File: src/rtl/tagctl_pkg.sv
package tagctl_pkg;

    typedef enum logic [2:0] {
        OC_DONE    = 3'd0,
        OC_UNDEF   = 3'd1,
        OC_TRAP_L2 = 3'd2,
        OC_TRAP_L3 = 3'd3,
        OC_NOSEL   = 3'd4
    } outcome_e;

    // Condition inputs consumed by the privilege gate
    typedef struct packed {
        logic l2_enabled;
        logic l2_narrow;
        logic l2_tag_en;
        logic l3_present;
        logic l3_narrow;
        logic l3_tag_en;
        logic halted;
        logic sec_off;
        logic l3_first;
    } gate_cond_t;

endpackage

File: src/rtl/tagctl_decode.sv
module tagctl_decode #(
    parameter logic [1:0] MATCH_OP0 = 2'b11,
    parameter logic [2:0] MATCH_OP1 = 3'b000,
    parameter logic [3:0] MATCH_CRN = 4'b0001,
    parameter logic [3:0] MATCH_CRM = 4'b0000,
    parameter logic [2:0] MATCH_OP2 = 3'b110
) (
    input  logic [1:0] op0,
    input  logic [2:0] op1,
    input  logic [3:0] crn,
    input  logic [3:0] crm,
    input  logic [2:0] op2,
    output logic       hit
);
    always_comb begin
        hit = (op0 == MATCH_OP0) && (op1 == MATCH_OP1) && (crn == MATCH_CRN)
           && (crm == MATCH_CRM) && (op2 == MATCH_OP2);
    end
endmodule

File: src/rtl/tagctl_gate.sv
module tagctl_gate
    import tagctl_pkg::*;
#(
    parameter bit HAS_L2_STEP_AT_L1 = 1'b1
) (
    input  logic [1:0] el,
    input  gate_cond_t cond,
    output outcome_e   verdict
);
    logic l2_blocks;
    logic l3_blocks;
    logic halt_override;
    logic l2_step_live;

    always_comb begin
        l2_blocks     = cond.l2_enabled && !cond.l2_narrow && !cond.l2_tag_en;
        l3_blocks     = cond.l3_present && !cond.l3_narrow && !cond.l3_tag_en;
        halt_override = cond.halted && cond.sec_off;
        l2_step_live  = HAS_L2_STEP_AT_L1 && (el == 2'd1);

        verdict = OC_DONE;
        unique case (el)
            2'd0: verdict = OC_UNDEF;
            2'd3: verdict = OC_DONE;
            default: begin
                if (halt_override && cond.l3_first && l3_blocks) begin
                    verdict = OC_UNDEF;
                end else if (l2_step_live && l2_blocks) begin
                    verdict = OC_TRAP_L2;
                end else if (l3_blocks) begin
                    verdict = halt_override ? OC_UNDEF : OC_TRAP_L3;
                end else begin
                    verdict = OC_DONE;
                end
            end
        endcase
    end

    // A level-2 trap may only ever come from a level-1 requester
    always_comb begin
        if (el != 2'd1) begin
            AST_L2_TRAP_ONLY_L1: assert (verdict != OC_TRAP_L2);
        end
    end
endmodule

File: src/rtl/tagctl_reg_unit.sv
module tagctl_reg_unit
    import tagctl_pkg::*;
#(
    parameter int          DATA_W    = 64,
    parameter int          FIELD_W   = 16,
    parameter logic [5:0]  TRAP_EC   = 6'h18,
    parameter int unsigned RESET_VAL = 32'h0001_5A3C
) (
    input  logic              clk,
    input  logic              rst_n,
    input  logic              req_valid,
    input  logic              req_write,
    input  logic [1:0]        req_op0,
    input  logic [2:0]        req_op1,
    input  logic [3:0]        req_crn,
    input  logic [3:0]        req_crm,
    input  logic [2:0]        req_op2,
    input  logic [1:0]        req_el,
    input  logic [DATA_W-1:0] req_wdata,
    input  logic              l2_enabled,
    input  logic              l2_narrow,
    input  logic              l2_tag_en,
    input  logic              l3_present,
    input  logic              l3_narrow,
    input  logic              l3_tag_en,
    input  logic              dbg_halted,
    input  logic              dbg_sec_off,
    input  logic              dbg_l3_first,
    output logic              rsp_valid,
    output logic [2:0]        rsp_outcome,
    output logic [5:0]        rsp_ec,
    output logic [DATA_W-1:0] rsp_rdata
);
    localparam int STORE_W = FIELD_W + 1;  // exclusion mask plus mode bit
    localparam logic [STORE_W-1:0] STORE_INIT = STORE_W'(RESET_VAL);

    typedef struct packed {
        logic               valid;
        outcome_e           outcome;
        logic [5:0]         ec;
        logic [DATA_W-1:0]  rdata;
        logic [STORE_W-1:0] store;
    } unit_state_t;

    unit_state_t st_d, st_q;
    gate_cond_t  cond;
    outcome_e    verdict;
    logic        hit;
    logic        commit_wr;

    tagctl_decode u_decode (
        .op0 (req_op0),
        .op1 (req_op1),
        .crn (req_crn),
        .crm (req_crm),
        .op2 (req_op2),
        .hit (hit)
    );

    always_comb begin
        cond.l2_enabled = l2_enabled;
        cond.l2_narrow  = l2_narrow;
        cond.l2_tag_en  = l2_tag_en;
        cond.l3_present = l3_present;
        cond.l3_narrow  = l3_narrow;
        cond.l3_tag_en  = l3_tag_en;
        cond.halted     = dbg_halted;
        cond.sec_off    = dbg_sec_off;
        cond.l3_first   = dbg_l3_first;
    end

    tagctl_gate u_gate (
        .el      (req_el),
        .cond    (cond),
        .verdict (verdict)
    );

    always_comb begin
        st_d         = st_q;
        st_d.valid   = req_valid;
        st_d.outcome = OC_DONE;
        st_d.ec      = '0;
        st_d.rdata   = '0;
        commit_wr    = 1'b0;
        if (req_valid) begin
            st_d.outcome = hit ? verdict : OC_NOSEL;
            if (hit && (verdict == OC_TRAP_L2 || verdict == OC_TRAP_L3)) begin
                st_d.ec = TRAP_EC;
            end
            if (hit && verdict == OC_DONE) begin
                if (req_write) begin
                    commit_wr  = 1'b1;
                    st_d.store = req_wdata[STORE_W-1:0];
                end else begin
                    st_d.rdata = {{(DATA_W-STORE_W){1'b0}}, st_q.store};
                end
            end
        end
    end

    always_ff @(posedge clk) begin
        if (!rst_n) begin
            st_q.valid   <= 1'b0;
            st_q.outcome <= OC_DONE;
            st_q.ec      <= '0;
            st_q.rdata   <= '0;
            st_q.store   <= STORE_INIT;
        end else begin
            st_q <= st_d;
        end
    end

    assign rsp_valid   = st_q.valid;
    assign rsp_outcome = st_q.outcome;
    assign rsp_ec      = st_q.ec;
    assign rsp_rdata   = st_q.rdata;

    AST_UPPER_ZERO: assert property (@(posedge clk) disable iff (!rst_n)
        rsp_rdata[DATA_W-1:STORE_W] == '0);

    AST_NOSEL_NO_EFFECT: assert property (@(posedge clk) disable iff (!rst_n)
        (req_valid && !hit) |=> (rsp_outcome == OC_NOSEL) && $stable(st_q.store));

    AST_L0_UNDEF: assert property (@(posedge clk) disable iff (!rst_n)
        (req_valid && hit && req_el == 2'd0) |=> rsp_outcome == OC_UNDEF);

    AST_L3_DONE: assert property (@(posedge clk) disable iff (!rst_n)
        (req_valid && hit && req_el == 2'd3) |=> rsp_outcome == OC_DONE);

    AST_TRAP_EC: assert property (@(posedge clk) disable iff (!rst_n)
        (rsp_valid && (rsp_outcome == OC_TRAP_L2 || rsp_outcome == OC_TRAP_L3))
        |-> rsp_ec == TRAP_EC);

    AST_STORE_ONLY_ON_DONE: assert property (@(posedge clk) disable iff (!rst_n)
        !$stable(st_q.store) |-> $past(req_valid && req_write && hit) && rsp_outcome == OC_DONE);

    AST_RSP_TIMING: assert property (@(posedge clk) disable iff (!rst_n)
        req_valid |=> rsp_valid);

    AST_NO_SPURIOUS_RSP: assert property (@(posedge clk) disable iff (!rst_n)
        !req_valid |=> !rsp_valid);

    AST_RDATA_ONLY_READ: assert property (@(posedge clk) disable iff (!rst_n)
        (req_valid && req_write) |=> rsp_rdata == '0);

endmodule

File: config.mk
export PLATFORM = sky130hd
export DESIGN_NAME = tagctl_reg_unit
export DESIGN_NICKNAME = d
export VERILOG_FILES = /design/src/rtl/tagctl_pkg.sv /design/src/rtl/tagctl_decode.sv /design/src/rtl/tagctl_gate.sv /design/src/rtl/tagctl_reg_unit.sv
export SDC_FILE = /design/constraint.sdc
export NUM_CORES = 1
export LEC_CHECK = 0
export ABC_AREA = 1
export BUFFER_PORTS_ARGS = -buffer_cell sky130_fd_sc_hd__clkbuf_2
export CAP_MARGIN = 20
export CORE_ASPECT_RATIO = 1.2
export CORE_UTILIZATION = 25
export CTS_CLUSTER_SIZE = 10
export DETAILED_ROUTE_END_ITERATION = 7
export PLACE_DENSITY = 0.64
export SETUP_SLACK_MARGIN = 0.2
export SYNTH_ARGS = -nofsm -noshare
export SYNTH_HDL_FRONTEND = slang
export SYNTH_SLANG_ARGS = --single-unit
File: constraint.sdc
create_clock -name clk -period 1.25 [get_ports clk]
set_input_delay 0.0625 -clock clk [delete_from_list [all_inputs] [get_ports clk]]
set_output_delay 0.0625 -clock clk [all_outputs]
set_load 0.02 [all_outputs]
==> metrics.yaml, run 1 <==
worst_setup_path:
  rrSetupSlack_ps: 670
  cp.arrival_ps: 1270
  reg2reg_to: "st_q[15]$_SDFFE_PN0P_"
  crit_required_ps: 1480
  cp-startpoint: "req_el[1]"
  start_kind: "input port"
  path_class: "input port to register"
  timing.rr.start: "st_q[15]$_SDFFE_PN0P_"
  worstRegToRegCells: 2
  crit_fanout: 8
  end_kind: "register"
grt:
  overflow: 0
  antenna_found_initial: 0
  grt.total_usage: 0.09005
  grt_pass1_wl_mm: 6.499
  grt_max_degree: 27
  grt_pass1_vias: 1495
pwr:
  power.internal_mw: 2.008
  p_leak_nw: 1.508
  combPwrFrac: 0.146
  p_total_mw: 2.715
  peakVddDrop_mv: 0.5105
  sequentialPowerShare: 0.459
  p_sw_frac: 0.2601
  power.switching_mw: 0.7061
  clockPowerShare: 0.395
  power_density_mw_per_mm2: 997.0
timing:
  tightestPinTransition_ps: 571.9
  hold_viol_final: 0
  max_freq_mhz: 959.5
  rsz0062_at_grt: "true"
  worst_slew_margin_rel: 0.6173
  fin_skew_ps: 4.860
  post-route-period-util: 0.8337
  min_period_ps: 1042
  fin_tns_setup_ps: 0
  timing.final.ws_setup_ps: 207.8
  drv_slew: 0
  final-setup-viol-count: 0
clock_tree:
  clk_pin_slew_worst_paths_ps: 70
  cts_root_buf: "clkbuf_8"
  ctsHtreeMaxLevel: 2
  cts_tree: "built"
  cts_buffers: 5
  cts.sink_count: 39
  cts_max_path_buffers: 2
  clkLatencyLatePin_ps: 290
logic_synthesis:
  synth_seq_cells: 39
  synth_edf_count: 0
  yosys.area.top_type: "dfxtp_1"
  synth_top_area_frac: 0.3502
  ys.flop_type: "dfxtp_1"
  yosysMostFrequentCell: "buf_4"
  synth_area_leaders: "dfxtp_1 (35%), buf_4 (25%), inv_1 (7.7%)"
  yosys-top-cells-count: "buf_4 (73), inv_1 (46), nand2_1 (46), dfxtp_1 (39), nor2_1 (37)"
  syn_area_mm2: 0.002230
  avgSynthCellArea_um2: 7.216
  seq_area_frac_synth: 0.3502
  syn_inst: 309
  ys_types: 20
  ys_warn_count: 0
  ys_async_sr_fraction: 0
die:
  die_x_um: 88.21
  start_util: 0.2589
  core_mm2: 0.008611
  die_area_mm2: 0.009302
  die_h_um: 105.5
  ioPinCount: 169
  fp-row-count: 37
drt:
  wl_met2_mm: 2.138
  highest_layer: "met4"
  dr_wl_met3_um: 410
  viasPerCell: 3.672
  drt-met1-wl_mm: 1.593
  drtIter0Drc: 38
  routedWlPerCell_um: 8.650
  drc: 0
  wl_mm: 4.221
  firstDrtPassIters: 4
  vias: 1792
  final_antenna_net_count: 0
outcome:
  status: "finished, final reports clean"
cells_and_area:
  area_delta_synth_final_pct: 22.11
  layout-drive-gt1-share: 0.3477
  fin_cells: 488
  diodes: 0
  fillers: 939
  nets: 467
placed_design:
  placed_cells: 475
  post-place-ws_ps: -149.5
  place.gp.congestion: 0.7251
  port_buffers: 70
  post-dp-hpwl_mm: 3.300
min_path:
  hold_start: "req_wdata[14]"
  hold_path_end: "st_q[14]$_SDFFE_PN1P_"
  hp-class: "input port to register"
  min_path_cells: 3
job:
  cap_viol_max_count: 0
## per-layer routing
metal,vias to the layer above,track usage
li1,926,-
met1,761,0.09528
met2,100,0.1571
met3,5,0.02193
met4,0,0.05415
met5,-,0
## critical path: stages
cell	delay, ps
clkbuf_2	100
inv_4	70
ha_4	120
nand2_1	50
inv_1	80
nand3_1	100
nand3_2	100
nand2_4	70
nor2_8	170
buf_12	140
nand2_4	100
nor2_1	120
## per-stage QoR
step / hold WS (ps) / util / cell area (um2)
finish: 12.75 / 0.3162 / 2723
global route: 19.40 / 0.3162 / 2723
CTS: 7.301 / 0.3018 / 2599
detailed placement: 300.9 / 0.2849 / 2454
global placement: 300.2 / 0.2849 / 2454
floorplan: 203.6 / - / 2461
## final cells by class
class	count	area, um2	area share
Inverter	47	178.9	0.06572
Tap cell	117	146.4	0.05377
Clock buffer	6	82.58	0.03033
Clock inverter	2	35.03	0.01287
Multi-Input combinational cell	195	1016	0.3732
Sequential cell	39	780.7	0.2868
Timing Repair Buffer	82	483.0	0.1774
## flip-flops by register name, indices dropped and copies added (netlist names)
register,cells
rsp_valid,1
rsp_rdata,17
rsp_outcome,3
rsp_ec,1
st_q,17
## cells in the final DEF, fill, tap and decap left out, drive strengths merged
| master | count |
|---|---|
| nand2 | 50 |
| ha | 2 |
| inv | 46 |
| a21oi | 9 |
| nand3 | 23 |
| nor2 | 49 |
| dlygate4sd3 | 1 |
| nand4 | 9 |
| clkbuf | 75 |
| conb | 51 |
| or2 | 2 |
| clkinv | 2 |
| bufinv | 1 |
| buf | 12 |
| dfxtp | 39 |
## how the worst max path moves through the flow
stage                                     endpoint  slack, ps  depth (start not counted)
after floorplan            rsp_rdata[0]$_SDFF_PP0_         80                          9
after global placement       st_q[12]$_SDFFE_PN1P_       -140                         10
after detailed placement     st_q[10]$_SDFFE_PN0P_       -150                         11
after CTS                 rsp_rdata[11]$_SDFF_PP0_        190                          9
after global routing       rsp_rdata[4]$_SDFF_PP0_        120                         13
final                     rsp_rdata[16]$_SDFF_PP0_        210                         12
## power by group through the flow
stage | clock network, mW | logic (mW) | registers (mW)
2_1_floorplan | 0 | 0.366 | 1.28
3_3_place_gp | 0 | 0.365 | 1.27
3_5_place_dp | 0 | 0.370 | 1.27
4_1_cts | 1.10 | 0.380 | 1.25
5_1_grt | 1.16 | 0.437 | 1.25
6_report | 1.07 | 0.396 | 1.25
## logic make-up (layout without fill, tap and decap cells)
group	count (synthesis)	after routing	synth area share
simple gates	132	133	0.2750
buf+inv	126	137	0.3418
flops	39	39	0.3502
compound gates	9	9	0.02020
fa+ha+maj	2	2	0.01122
other cells	1	51	0.001682
## repair_timing
item                                    in CTS  in global routing
pin swaps                                    2                  3
resized for setup                            3                 24
hold buffers                                 1                  0
buffers inserted                             1                  2
endpoints found under the hold margin        1                  0
endpoints found under the setup margin      31                 34
gates cloned                                 0                  1
Power figures use the tool's default switching activity.
==> inputs of run 2 (changes only) <==
--- a/config.mk
+++ b/config.mk
@@ -12,7 +12,7 @@
 export CORE_UTILIZATION = 25
 export CTS_CLUSTER_SIZE = 10
 export DETAILED_ROUTE_END_ITERATION = 7
-export PLACE_DENSITY = 0.64
+export PLACE_DENSITY = 0.62
 export SETUP_SLACK_MARGIN = 0.2
 export SYNTH_ARGS = -nofsm -noshare
 export SYNTH_HDL_FRONTEND = slang
==> constraint.sdc (replaced) <==
create_clock -name clk -period 1.08 [get_ports clk]
set_input_delay 0.054 -clock clk [delete_from_list [all_inputs] [get_ports clk]]
set_output_delay 0.054 -clock clk [all_outputs]
set_load 0.02 [all_outputs]
==> metrics.yaml, run 2 (synthesis results as in run 1) <==
cells_and_area:
  area_delta_synth_final_pct: 29.29
  layout_commonest_cell: "clkbuf_2"
  fillers: 927
  finish.utilization: 0.3348
  multiInputGateArea_mm2: 0.001110
  postLayoutCellArea_mm2: 0.002883
  fin_cells: 499
  layout_common_cells: "clkbuf_2 (64), conb_1 (51), inv_1 (41)"
  diodes: 0
  layout-drive-gt1-share: 0.3927
  nets: 478
  ff_latch_area_um2: 780.7
pwr:
  clockPowerShare: 0.315
  p_total_mw: 2.901
  p_leak_nw: 1.560
  power.internal_mw: 2.087
  peakVddDrop_mv: 0.4347
  power.switching_mw: 0.8147
  sequentialPowerShare: 0.497
  p_sw_frac: 0.2808
  combPwrFrac: 0.188
  power_density_mw_per_mm2: 1006
timing:
  hold_viol_final: 0
  fin_skew_ps: 5.380
  fin_tns_setup_ps: 0
  rsz0062_at_grt: "true"
  post-route-period-util: 0.9366
  worst_slew_margin_rel: 0.6150
  drv_slew: 0
  max_freq_mhz: 988.6
  tightestPinTransition_ps: 576.8
  min_period_ps: 1012
  final-setup-viol-count: 0
clock_tree:
  cts_buffers: 5
  clk_pin_slew_worst_paths_ps: 70
  cts_root_buf: "clkbuf_8"
  ctsHtreeMaxLevel: 2
  cts.sink_count: 39
  clkLatencyLatePin_ps: 290
  cts_tree: "built"
  cts_max_path_buffers: 2
placed_design:
  placed_cells: 479
  place.gp.congestion: 0.7048
  post-dp-hpwl_mm: 3.364
  postPlaceCellArea_mm2: 0.002469
  port_buffers: 70
outcome:
  status: "finished, final reports clean"
die:
  die_h_um: 105.5
  die_x_um: 88.21
  start_util: 0.2589
  core_mm2: 0.008611
  ioPinCount: 169
  fp-row-count: 37
  die_area_mm2: 0.009302
grt:
  grt_pass1_wl_mm: 6.568
  overflow: 0
  grt.total_usage: 0.09051
  grt_max_degree: 18
  antenna_found_initial: 0
  grt_pass1_vias: 1585
drt:
  drtIter0Drc: 28
  drc: 0
  wl_mm: 4.423
  viasPerCell: 3.675
  final_antenna_net_count: 0
  vias: 1834
  routedWlPerCell_um: 8.864
  firstDrtPassIters: 4
worst_setup_path:
  path_class: "input port to register"
  cp.arrival_ps: 1190
  crit_fanout: 4
  end_kind: "register"
  rrSetupSlack_ps: 500
  start_kind: "input port"
  crit_required_ps: 1250
min_path:
  hp-class: "input port to register"
job:
  cap_viol_max_count: 0
## run 2: cell types whose count changed in the layout (fill, tap and decap cells not counted), sizes merged
cell / change
nand2: +2
dlygate4sd3: -1
clkbuf: -4
bufinv: -1
nor2: +1
buf: +14
## run 2: cell type report
class | instances | area share
Clock buffer | 7 | 0.02648
Tap cell | 117 | 0.05078
Multi-Input combinational cell | 198 | 0.3850
Sequential cell | 39 | 0.2708
Timing Repair Buffer | 90 | 0.2005
Clock inverter | 1 | 0.001736
Inverter | 47 | 0.06467
## run 2: worst paths after layout
| kind | endpoint | cells after the start | start |
|---|---|---|---|
| worst max register to register | st_q[10]$_SDFFE_PN0P_ | 2 | st_q[10]$_SDFFE_PN0P_ |
| worst max-delay path | st_q[4]$_SDFFE_PN1P_ | 11 | req_crm[0] |
| worst min-delay path | st_q[16]$_SDFFE_PN1P_ | 3 | req_wdata[16] |
| worst min register to register | rsp_rdata[16]$_SDFF_PP0_ | 2 | st_q[16]$_SDFFE_PN1P_ |
## run 2: layer usage
layer | global-route usage | part of all wire | wire length, um
met1 | 0.09476 | 0.39 | 1703
met2 | 0.1665 | 0.51 | 2254
met3 | 0.02271 | 0.088 | 391
met4 | 0.03802 | 0.017 | 74
met5 | 0 | 0 | 0
## run 2: worst max-delay path, cell delays in order
cell     delay [ps]
buf_6            90
or2_1           210
nor2_1           80
nand2_1          80
nor2_4          120
nand2_4         100
nor2_4          120
buf_12          150
nand2_4          60
nand2_1          60
nand3_1          60
## run 2: timing repair
action | 4_1_cts | 5_1_grt
gates cloned | 0 | 5
setup buffers | 1 | 6
resized for setup | 7 | 54
pin swaps | 4 | 29
hold buffers | 0 | 0
endpoints found under the setup margin | 34 | 38
## run 2: power by group through the flow
stage	Combinational [mW]	Clock [mW]	Sequential, mW
after global routing	0.598	1.01	1.44
after global placement	0.437	0	1.48
final	0.545	0.914	1.44
after CTS	0.451	0.940	1.44
after detailed placement	0.442	0	1.48
after floorplan	0.434	0	1.48
## run 2: metrics by stage
step	setup WS, ps	hold slack [ps]
detailed placement	-299.8	301.9
global route	-1.041	16.55
global placement	-265.0	305.8
floorplan	-85.13	195.1
CTS	72.27	0.9877
finish	68.42	6.862
